[src/rtl/dspace_agu_pkg.sv]
package dspace_agu_pkg;

    localparam int AW    = 16;
    localparam int IDX_W = 6;
    localparam int NREG  = 4;

    localparam logic [AW-1:0] IO_BASE   = 16'h0020;
    localparam logic [AW-1:0] EXT_BASE  = 16'h0060;
    localparam logic [AW-1:0] SRAM_BASE = 16'h0100;

    typedef enum logic [2:0] {
        AM_IDLE    = 3'd0,
        AM_DIRECT  = 3'd1,
        AM_IND     = 3'd2,
        AM_DISP    = 3'd3,
        AM_PREDEC  = 3'd4,
        AM_POSTINC = 3'd5,
        AM_IOSHORT = 3'd6,
        AM_RSVD    = 3'd7
    } amode_e;

    typedef enum logic [1:0] {
        PS_X    = 2'd0,
        PS_Y    = 2'd1,
        PS_Z    = 2'd2,
        PS_NONE = 2'd3
    } psel_e;

    typedef struct packed {
        logic [AW-1:0]   addr;
        logic [NREG-1:0] region;
        logic            oor;
        logic            illegal;
        logic            wr_en;
        logic [1:0]      wr_sel;
        logic [AW-1:0]   wr_data;
    } agu_res_t;

    function automatic logic mode_uses_ptr(amode_e m);
        return (m == AM_IND) || (m == AM_DISP) ||
               (m == AM_PREDEC) || (m == AM_POSTINC);
    endfunction

    function automatic logic pairing_ok(amode_e m, psel_e s);
        if (m == AM_RSVD)
            return 1'b0;
        if (mode_uses_ptr(m) && s == PS_NONE)
            return 1'b0;
        if (m == AM_DISP && s == PS_X)
            return 1'b0;
        return 1'b1;
    endfunction

    // lower bound of region i in the data space
    function automatic logic [AW-1:0] region_lo(int i);
        case (i)
            0:       return '0;
            1:       return IO_BASE;
            2:       return EXT_BASE;
            default: return SRAM_BASE;
        endcase
    endfunction

endpackage

[src/rtl/dspace_ptr_sel.sv]
module dspace_ptr_sel
    import dspace_agu_pkg::*;
(
    input  psel_e         sel,
    input  logic [AW-1:0] ptr_x,
    input  logic [AW-1:0] ptr_y,
    input  logic [AW-1:0] ptr_z,
    output logic [AW-1:0] ptr
);
    always_comb begin
        unique case (sel)
            PS_X:    ptr = ptr_x;
            PS_Y:    ptr = ptr_y;
            PS_Z:    ptr = ptr_z;
            default: ptr = '0;
        endcase
    end
endmodule

[src/rtl/dspace_addr_calc.sv]
module dspace_addr_calc
    import dspace_agu_pkg::*;
(
    input  amode_e           mode,
    input  psel_e            sel,
    input  logic [AW-1:0]    direct_addr,
    input  logic [IDX_W-1:0] index,
    input  logic [AW-1:0]    ptr,
    output logic [AW-1:0]    addr,
    output logic             active,
    output logic             illegal,
    output logic             wr_en,
    output logic [1:0]       wr_sel,
    output logic [AW-1:0]    wr_data
);
    localparam int PAD = AW - IDX_W;

    logic [AW-1:0] idx_ext;
    logic [AW-1:0] ptr_dec;
    logic [AW-1:0] ptr_inc;
    logic          ok;

    assign idx_ext = {{PAD{1'b0}}, index};
    assign ptr_dec = ptr - 1'b1;
    assign ptr_inc = ptr + 1'b1;
    assign ok      = pairing_ok(mode, sel);

    always_comb begin
        addr    = '0;
        wr_en   = 1'b0;
        wr_data = '0;
        wr_sel  = 2'd0;
        illegal = ~ok;
        active  = ok && (mode != AM_IDLE);
        if (ok) begin
            unique case (mode)
                AM_DIRECT:  addr = direct_addr;
                AM_IND:     addr = ptr;
                AM_DISP:    addr = ptr + idx_ext;
                AM_PREDEC: begin
                    addr    = ptr_dec;
                    wr_en   = 1'b1;
                    wr_data = ptr_dec;
                    wr_sel  = sel;
                end
                AM_POSTINC: begin
                    addr    = ptr;
                    wr_en   = 1'b1;
                    wr_data = ptr_inc;
                    wr_sel  = sel;
                end
                AM_IOSHORT: addr = IO_BASE + idx_ext;
                default:    addr = '0;
            endcase
        end
    end
endmodule

[src/rtl/dspace_region_dec.sv]
module dspace_region_dec
    import dspace_agu_pkg::*;
#(
    parameter int SRAM_BYTES = 1024
)(
    input  logic [AW-1:0]   addr,
    input  logic            active,
    output logic [NREG-1:0] region,
    output logic            oor
);
    localparam logic [AW-1:0] LAST_ADDR = AW'(int'(SRAM_BASE) + SRAM_BYTES - 1);

    logic [AW-1:0] hi_bound [NREG];

    for (genvar g = 0; g < NREG; g++) begin : g_reg
        if (g == NREG - 1) begin : g_top
            assign hi_bound[g] = LAST_ADDR;
        end else begin : g_mid
            assign hi_bound[g] = region_lo(g + 1) - 1'b1;
        end
        assign region[g] = active && (addr >= region_lo(g)) && (addr <= hi_bound[g]);
    end

    assign oor = active && (addr > LAST_ADDR);
endmodule

[src/rtl/dspace_agu.sv]
module dspace_agu
    import dspace_agu_pkg::*;
#(
    parameter int SRAM_BYTES = 1024
)(
    input  logic        clk,
    input  logic        rst,
    input  logic [2:0]  mode,
    input  logic [1:0]  ptr_sel,
    input  logic [15:0] direct_addr,
    input  logic [5:0]  index,
    input  logic [15:0] ptr_x,
    input  logic [15:0] ptr_y,
    input  logic [15:0] ptr_z,
    output logic [15:0] eff_addr,
    output logic [3:0]  region,
    output logic        out_of_range,
    output logic        illegal,
    output logic        ptr_wr_en,
    output logic [1:0]  ptr_wr_sel,
    output logic [15:0] ptr_wr_data
);
    localparam logic [AW-1:0] LAST_ADDR = AW'(int'(SRAM_BASE) + SRAM_BYTES - 1);

    amode_e        mode_e;
    psel_e         sel_e;
    logic [AW-1:0] ptr_cur;
    agu_res_t      nxt;
    agu_res_t      res_q;
    logic          act;

    assign mode_e = amode_e'(mode);
    assign sel_e  = psel_e'(ptr_sel);

    dspace_ptr_sel u_psel (
        .sel   (sel_e),
        .ptr_x (ptr_x),
        .ptr_y (ptr_y),
        .ptr_z (ptr_z),
        .ptr   (ptr_cur)
    );

    dspace_addr_calc u_calc (
        .mode        (mode_e),
        .sel         (sel_e),
        .direct_addr (direct_addr),
        .index       (index),
        .ptr         (ptr_cur),
        .addr        (nxt.addr),
        .active      (act),
        .illegal     (nxt.illegal),
        .wr_en       (nxt.wr_en),
        .wr_sel      (nxt.wr_sel),
        .wr_data     (nxt.wr_data)
    );

    dspace_region_dec #(.SRAM_BYTES(SRAM_BYTES)) u_rdec (
        .addr   (nxt.addr),
        .active (act),
        .region (nxt.region),
        .oor    (nxt.oor)
    );

    always_ff @(posedge clk) begin
        if (rst) res_q <= '0;
        else     res_q <= nxt;
    end

    assign eff_addr     = res_q.addr;
    assign region       = res_q.region;
    assign out_of_range = res_q.oor;
    assign illegal      = res_q.illegal;
    assign ptr_wr_en    = res_q.wr_en;
    assign ptr_wr_sel   = res_q.wr_sel;
    assign ptr_wr_data  = res_q.wr_data;

    AST_REGION_ONEHOT: assert property (@(posedge clk) disable iff (rst)
        $onehot0(region));
    AST_OOR_NO_REGION: assert property (@(posedge clk) disable iff (rst)
        out_of_range |-> (region == 4'b0000 && eff_addr > LAST_ADDR));
    AST_SRAM_IN_RANGE: assert property (@(posedge clk) disable iff (rst)
        region[3] |-> (eff_addr >= SRAM_BASE && eff_addr <= LAST_ADDR));
    AST_WR_ONLY_AUTOMOD: assert property (@(posedge clk) disable iff (rst)
        (mode != 3'd4 && mode != 3'd5) |=> !ptr_wr_en);
    AST_ILLEGAL_NO_SIDE: assert property (@(posedge clk) disable iff (rst)
        illegal |-> (!ptr_wr_en && region == 4'b0000 && eff_addr == '0));
    AST_IOSHORT_REGION: assert property (@(posedge clk) disable iff (rst)
        (mode == 3'd6) |=> (region == 4'b0010));
    AST_PREDEC_ADDR_EQ_WB: assert property (@(posedge clk) disable iff (rst)
        (mode == 3'd4 && ptr_sel != 2'd3) |=> (ptr_wr_en && ptr_wr_data == eff_addr));
    AST_POSTINC_WB_PLUS1: assert property (@(posedge clk) disable iff (rst)
        (mode == 3'd5 && ptr_sel != 2'd3) |=> (ptr_wr_en && ptr_wr_data == eff_addr + 16'd1));
    AST_IDLE_QUIET: assert property (@(posedge clk) disable iff (rst)
        (mode == 3'd0) |=> (eff_addr == '0 && region == '0 && !illegal && !ptr_wr_en));
endmodule

[config.mk]
export PLATFORM = sky130hd
export DESIGN_NAME = dspace_agu
export DESIGN_NICKNAME = d
export VERILOG_FILES = /design/src/rtl/dspace_agu_pkg.sv /design/src/rtl/dspace_ptr_sel.sv /design/src/rtl/dspace_addr_calc.sv /design/src/rtl/dspace_region_dec.sv /design/src/rtl/dspace_agu.sv
export SDC_FILE = /design/constraint.sdc
export NUM_CORES = 1
export LEC_CHECK = 0
export ABC_CLOCK_PERIOD_IN_PS = 5300
export BUFFER_PORTS_ARGS = -buffer_cell sky130_fd_sc_hd__buf_2
export CAP_MARGIN = 20
export CORE_MARGIN = 2
export CORE_UTILIZATION = 52
export CTS_CLUSTER_DIAMETER = 200
export DETAILED_ROUTE_END_ITERATION = 8
export HOLD_SLACK_MARGIN = 0.05
export PLACE_DENSITY_LB_ADDON = 0.12
export RECOVER_POWER = 25
export SYNTH_ARGS = -nofsm -noshare
export SYNTH_HDL_FRONTEND = slang
export SYNTH_SLANG_ARGS = --single-unit
[constraint.sdc]
create_clock -name clk -period 5.3 [get_ports clk]
set_input_delay 1.06 -clock clk [delete_from_list [all_inputs] [get_ports clk]]
set_output_delay 1.06 -clock clk [all_outputs]
set_load 0.05 [all_outputs]
==> flow_summary_export.csv, run 1 <==
group,metric,value,unit
cells_and_area,final_util,64.0,%
routing,num_vias,4171,
flow_run,drv_cap,0,
run_status,status,"finished, final reports clean",
critical_path,crit_path_max_incr_delay,0.56,ns
place,place_congestion,0.954,
cells_and_area,register_area,821,um^2
synth,ys_ff_latch,41,
clock_tree,clkSlewWorstSetupHoldPaths,0.10,ns
die,row_count,30,
grt,grt_max_degree,41,
cells_and_area,diodes,0,
critical_path,critPathBufInv,3,
routing,antenna_left,0,
synth,synth_area_leader_cell,"dfxtp_1",
place,hpwl,9070,um
synth,netlist_top_cells_area,"dfxtp_1 22%, mux2i_1 7.7%, nor2_1 6.2%, xnor2_1 5.7%, a21oi_1 4.1%",
critical_path,arrival,5.10,ns
cells_and_area,fin_area,0.00435,mm^2
routing,wl,12000,um
clock_tree,cts_made_buffers,5,
grt,antenna_found_initial,0,
timing,fin_crit,4.91,ns
grt,grt-ovfl-total,0,
clock_tree,cts_root_buf,"clkbuf_8",
clock_tree,cts_sinks,41,
timing,finalHoldViolCount,0,
die,die_w,87.9,um
critical_path,worstPathMaxFanout,26,
pwr,p_leak,1.77,nW
grt,grt_pass1_wl,18700,um
critical_path,start_kind,"primary input",
clock_tree,clk_path_buf_depth,2,
die,coreArea,0.00679,mm^2
synth,async_flop_share,0,%
routing,drtIter0Drc,293,
synth,syn-cell-area,0.00366,mm^2
clock_tree,postCtsResizedCells,0,
synth,synth.avg_cell_area,7.71,um^2
critical_path,slowest_stage,"a41oi_1",
timing,rsz0062_at_grt,"no",
cells_and_area,multi_input_area,0.00266,mm^2
routing,drcViolationCount,0,
critical_path,critPathTopFamily,"compound AO/OA/AOI/OAI gates",
pwr,fin_total_pwr,0.937,mW
grt,grt_pass1_vias,3708,
timing,setup_violations,0,
clock_tree,tritoncts,"done",
place,port-buffer-count,117,
place,place_area,0.00429,mm^2
synth,synth-main-ff-cell,"dfxtp_1",
synth,ys_warn_count,0,
worst_hold_path,holdCritPathClass,"primary input to flip-flop",
critical_path,crit_chain,"buf_2, buf_4, mux2i_1, a2bb2oi_1, inv_2, fa_1, a21oi_1, o21ai_0, a41oi_1, nor4_1, xor2_1, a221oi_2, nand4_1, nor4_1",
pwr,ir_worst_vdd,0.0988,mV
cells_and_area,syn_to_final_growth,19.0,%
synth,synth-seq-area-share,22.5,%
timing,tightest_slew,0.971,ns
routing,dr.pass1.iters,5,
synth,ys_types,73,
clock_tree,cts_max_level,2,
routing,via_per_inst,6.18,
cells_and_area,drive_gt1_share,24.4,%
die,die_area,0.00772,mm^2
cells_and_area,fillers,611,
synth,yosysMostFrequentCell,"nor2_1",
die,fp.dieH,87.9,um
critical_path,critical_path_class,"primary input to flip-flop",
timing,relSlewSlack,35.3,%
synth,yosys-top-cells-count,"60 x nor2_1, 41 x dfxtp_1, 39 x nand2_1",
critical_path,crit_path_end_kind,"flip-flop",
synth,yosys.area.top_type_share,22.5,%
synth,synthesis.nets,559,
cells_and_area,nNetsFinal,663,
routing,wl_per_cell,17.8,um
clock_tree,postCtsSetupRepairBufs,0,
timing,max_freq,0.204,GHz
critical_path,worstPathRequired,5.49,ns
synth,netlist_instances,474,
pwr,power_density,215,mW/mm^2
clock_tree,cts_hold_buf,0,
synth,synth_edf_count,0,
timing,whs,0.936,ns
critical_path,cpMostUsedCell,"nor4_1",
die,ios,118,
die,start_util,53.8,%
timing,period_share,92.6,%
timing,tns,0,ns
grt,track_usage,31.1,%
timing,drv_slew,0,
## worst paths after layout
| kind | startpoint | endpoint | slack, ns | depth (start not counted) |
|---|---|---|---|---|
| worst max-delay path | ptr_sel[0] | region[1]$_SDFF_PP0_ | 0.39 | 14 |
| worst min-delay path | rst | illegal$_SDFF_PP0_ | 0.94 | 2 |
## layer usage
metal | share of wire (%) | track usage [%]
met1 | 47 | 46.7
met2 | 40 | 45.9
met3 | 11 | 5.00
met4 | 2.1 | 8.81
met5 | 0 | 0
## registers in the layout (all words and copies together), names as in the netlist
register,flops
eff_addr,16
illegal,1
out_of_range,1
ptr_wr_data,16
ptr_wr_en,1
ptr_wr_sel,2
region,4
## placed cells by master, fill, tap and decap left out, drive strengths merged, types with 9 or more instances in the layout
cell / instances
clkbuf: 25
a211oi: 11
nor2: 62
o21ai: 29
a21oi: 31
nand3: 17
nor4: 11
o2bb2ai: 9
dfxtp: 41
nand2: 39
a2bb2oi: 9
nand4: 9
xnor2: 24
mux2i: 29
buf: 106
nor3: 12
## area by class of cell
cell class | count | share of cell area [%]
Clock buffer | 5 | 1.58
Clock inverter | 3 | 0.403
Inverter | 10 | 0.920
Multi-Input combinational cell | 394 | 61.0
Sequential cell | 41 | 18.9
Tap cell | 96 | 2.76
Timing Repair Buffer | 126 | 14.4
## power by group
group	switching, mW	total (mW)	internal [mW]
Combinational	0.267	0.398	0.132
Clock	0.122	0.213	0.0912
Sequential	0.00299	0.326	0.323
Total	0.391	0.937	0.546
## stage by stage
step / worst slack, ns / instances
3_3_place_gp: 0.460 / 667
5_1_grt: 0.124 / 675
6_report: 0.390 / 675
4_1_cts: 0.500 / 675
3_5_place_dp: 0.209 / 667
2_1_floorplan: 1.02 / 474
## cell families (layout without fill, tap and decap cells)
| family | Yosys count | count (layout) | synth area share (%) |
|---|---|---|---|
| AOI/OAI and AO/OA | 148 | 148 | 29.5 |
| xor gates and xnor gates | 30 | 30 | 7.19 |
| adders and majority gates | 10 | 10 | 3.49 |
| buffers and inverters | 39 | 144 | 5.00 |
| DFF | 41 | 41 | 22.5 |
| muxes | 29 | 29 | 8.04 |
| and+or+nand+nor | 177 | 177 | 24.3 |
(Power assumes the default switching activity.)
==> run 2, diff against run 1 <==
CORE_MARGIN = 1   (was 2)
CORE_UTILIZATION = 53   (was 52)
SYNTH_HIERARCHICAL = 1   (was unset)
==> flow_summary_export.csv, run 2 <==
group,metric,value,unit
run_status,status,"finished, final reports clean",
timing,max_freq,0.217,GHz
cells_and_area,layout_common_cells,"97 x buf_2, 44 x nor2b_1, 41 x dfxtp_1, 37 x nor2_1, 36 x mux2i_1",
cells_and_area,layout_commonest_cell,"buf_2",
critical_path,crit_path_end_kind,"flip-flop",
critical_path,start_kind,"primary input",
clock_tree,cts_made_buffers,5,
grt,antenna_found_initial,0,
grt,track_usage,32.2,%
cells_and_area,nNetsFinal,671,
grt,grt-ovfl-total,0,
die,start_util,55.5,%
pwr,power_density,222,mW/mm^2
grt,grt_pass1_wl,19200,um
critical_path,worstPathMaxFanout,11,
clock_tree,cts_max_level,2,
timing,relSlewSlack,19.6,%
synth,synth_edf_count,0,
timing,setup_violations,0,
synth,yosys-top-cells-count,"44 x nor2b_1, 41 x dfxtp_1, 37 x nor2_1",
die,fp.dieH,87.0,um
clock_tree,cts_root_buf,"clkbuf_8",
cells_and_area,multi_input_area,0.00274,mm^2
cells_and_area,fillers,675,
critical_path,critical_path_class,"primary input to flip-flop",
timing,drv_slew,0,
synth,synthesis.nets,578,
routing,via_per_inst,6.33,
synth,async_flop_share,0,%
critical_path,crit_chain,"buf_2, mux2i_1, o2bb2ai_1, ha_1, inv_1, fa_1, and2b_1, o31ai_1, a211oi_1, a41o_1, a31oi_1, or3_4, o41a_1, nor2b_1",
critical_path,crit_path_max_incr_delay,0.65,ns
synth,synth_area_leader_cell,"dfxtp_1",
routing,wl_per_cell,17.6,um
clock_tree,postCtsSetupRepairBufs,0,
pwr,fin_total_pwr,1.00,mW
die,coreArea,0.00691,mm^2
timing,finalHoldViolCount,0,
clock_tree,cts_sinks,41,
pwr,p_leak,1.86,nW
worst_hold_path,holdCritPathClass,"primary input to flip-flop",
routing,wl,12000,um
synth,netlist_instances,492,
die,row_count,30,
synth,yosys.area.top_type_share,21.4,%
place,dp.cells,674,
timing,fin_crit,4.60,ns
flow_run,drv_cap,0,
clock_tree,postCtsResizedCells,0,
pwr,ir_worst_vdd,0.101,mV
critical_path,slowest_stage,"o2bb2ai_1",
timing,rsz0062_at_grt,"no",
clock_tree,cts_hold_buf,0,
routing,dr.pass1.iters,6,
die,ios,118,
synth,ys_types,70,
synth,netlist_top_cells_area,"dfxtp_1 21%, mux2i_1 9.4%, nor2b_1 7.2%, o2bb2ai_1 3.9%, nor2_1 3.6%",
cells_and_area,drive_gt1_share,24.2,%
routing,num_vias,4316,
routing,drcViolationCount,0,
die,die_w,87.0,um
synth,synth.avg_cell_area,7.79,um^2
die,die_area,0.00758,mm^2
grt,grt_pass1_vias,3903,
place,place_congestion,0.979,
critical_path,arrival,4.76,ns
cells_and_area,fin_cells,682,
critical_path,worstPathRequired,5.46,ns
routing,drtIter0Drc,587,
synth,ys_warn_count,6,
cells_and_area,syn_to_final_growth,17.6,%
clock_tree,clkSlewWorstSetupHoldPaths,0.09,ns
synth,synth-main-ff-cell,"dfxtp_1",
synth,synth-seq-area-share,21.4,%
routing,antenna_left,0,
synth,yosysMostFrequentCell,"nor2b_1",
timing,fin_ws,0.697,ns
place,pre_cts_slack,0.465,ns
clock_tree,tritoncts,"done",
cells_and_area,register_area,821,um^2
synth,syn-cell-area,0.00383,mm^2
place,hpwl,9010,um
clock_tree,clk_path_buf_depth,2,
place,port-buffer-count,117,
cells_and_area,diodes,0,
grt,grt_max_degree,42,
timing,period_share,86.8,%
timing,tightest_slew,1.21,ns
synth,ys_ff_latch,41,
timing,tns,0,ns
[run 2: cell count changes after synthesis, sizes merged, moves of 7 or more]
cell	delta
clkbuf	+13
nor2	-25
xnor2	-19
mux2i	+7
nor2b	+44
a2bb2oi	-9
nand2	-16
o2bb2ai	+8
[run 2: through the flow]
stage | instance area (um^2) | utilization, % | hold WS (ns)
6_report | 4510 | 65.3 | 1.30
5_1_grt | 4510 | 65.3 | 1.35
4_1_cts | 4530 | 65.6 | 1.31
3_5_place_dp | 4410 | 63.9 | 1.53
3_3_place_gp | 4410 | 63.9 | 1.53
2_1_floorplan | 3830 | - | 1.13
[run 2: path summary, 6_finish.rpt]
path / start / endpoint / slack, ns / cells after the start
hold / removal: rst / ptr_wr_en$_SDFF_PP0_ / 1.30 / 2
setup / recovery: ptr_sel[1] / out_of_range$_SDFF_PP0_ / 0.70 / 14
[run 2: area by class of cell]
| type | count | area share (%) |
|---|---|---|
| clock buffer | 6 | 1.83 |
| tap | 96 | 2.66 |
| sequential | 41 | 18.2 |
| clock inverter | 2 | 0.833 |
| timing repair buffer | 133 | 15.1 |
| multi-input combinational | 396 | 60.7 |
| inverter | 8 | 0.666 |
[run 2: cells by family (layout without fill, tap and decap cells)]
logic type,Yosys count,after routing,synth area share [%]
AOI/OAI and AO/OA,133,133,24.2
xor gates and xnor gates,8,8,1.83
buffers and inverters,55,149,7.18
and+or+nand+nor,204,204,30.8
DFF,41,41,21.4
muxes,42,42,11.5
adders and majority gates,9,9,3.13
[run 2: worst max-delay path: cells and delay by family]
family	cells	cell delay, ns
adders and majority gates	2	0.70
buffers and inverters	2	0.29
muxes	1	0.11
and+or+nand+nor	3	0.81
AOI/OAI and AO/OA	6	1.78
[run 2: power by group]
| group | internal [mW] | leakage (nW) | total [mW] | switching (mW) |
|---|---|---|---|---|
| clock | 0.153 | 0.0574 | 0.269 | 0.116 |
| combinational | 0.141 | 1.47 | 0.404 | 0.263 |
| sequential | 0.325 | 0.334 | 0.329 | 0.00368 |
| total | 0.619 | 1.86 | 1.00 | 0.382 |
[run 2: per-layer routing]
metal	part of all wire [%]	vias up	GRT usage, %
li1	-	2028	-
met1	43	2005	43.0
met2	47	246	52.1
met3	7.8	37	4.36
met4	2.7	0	13.2
met5	0	-	0
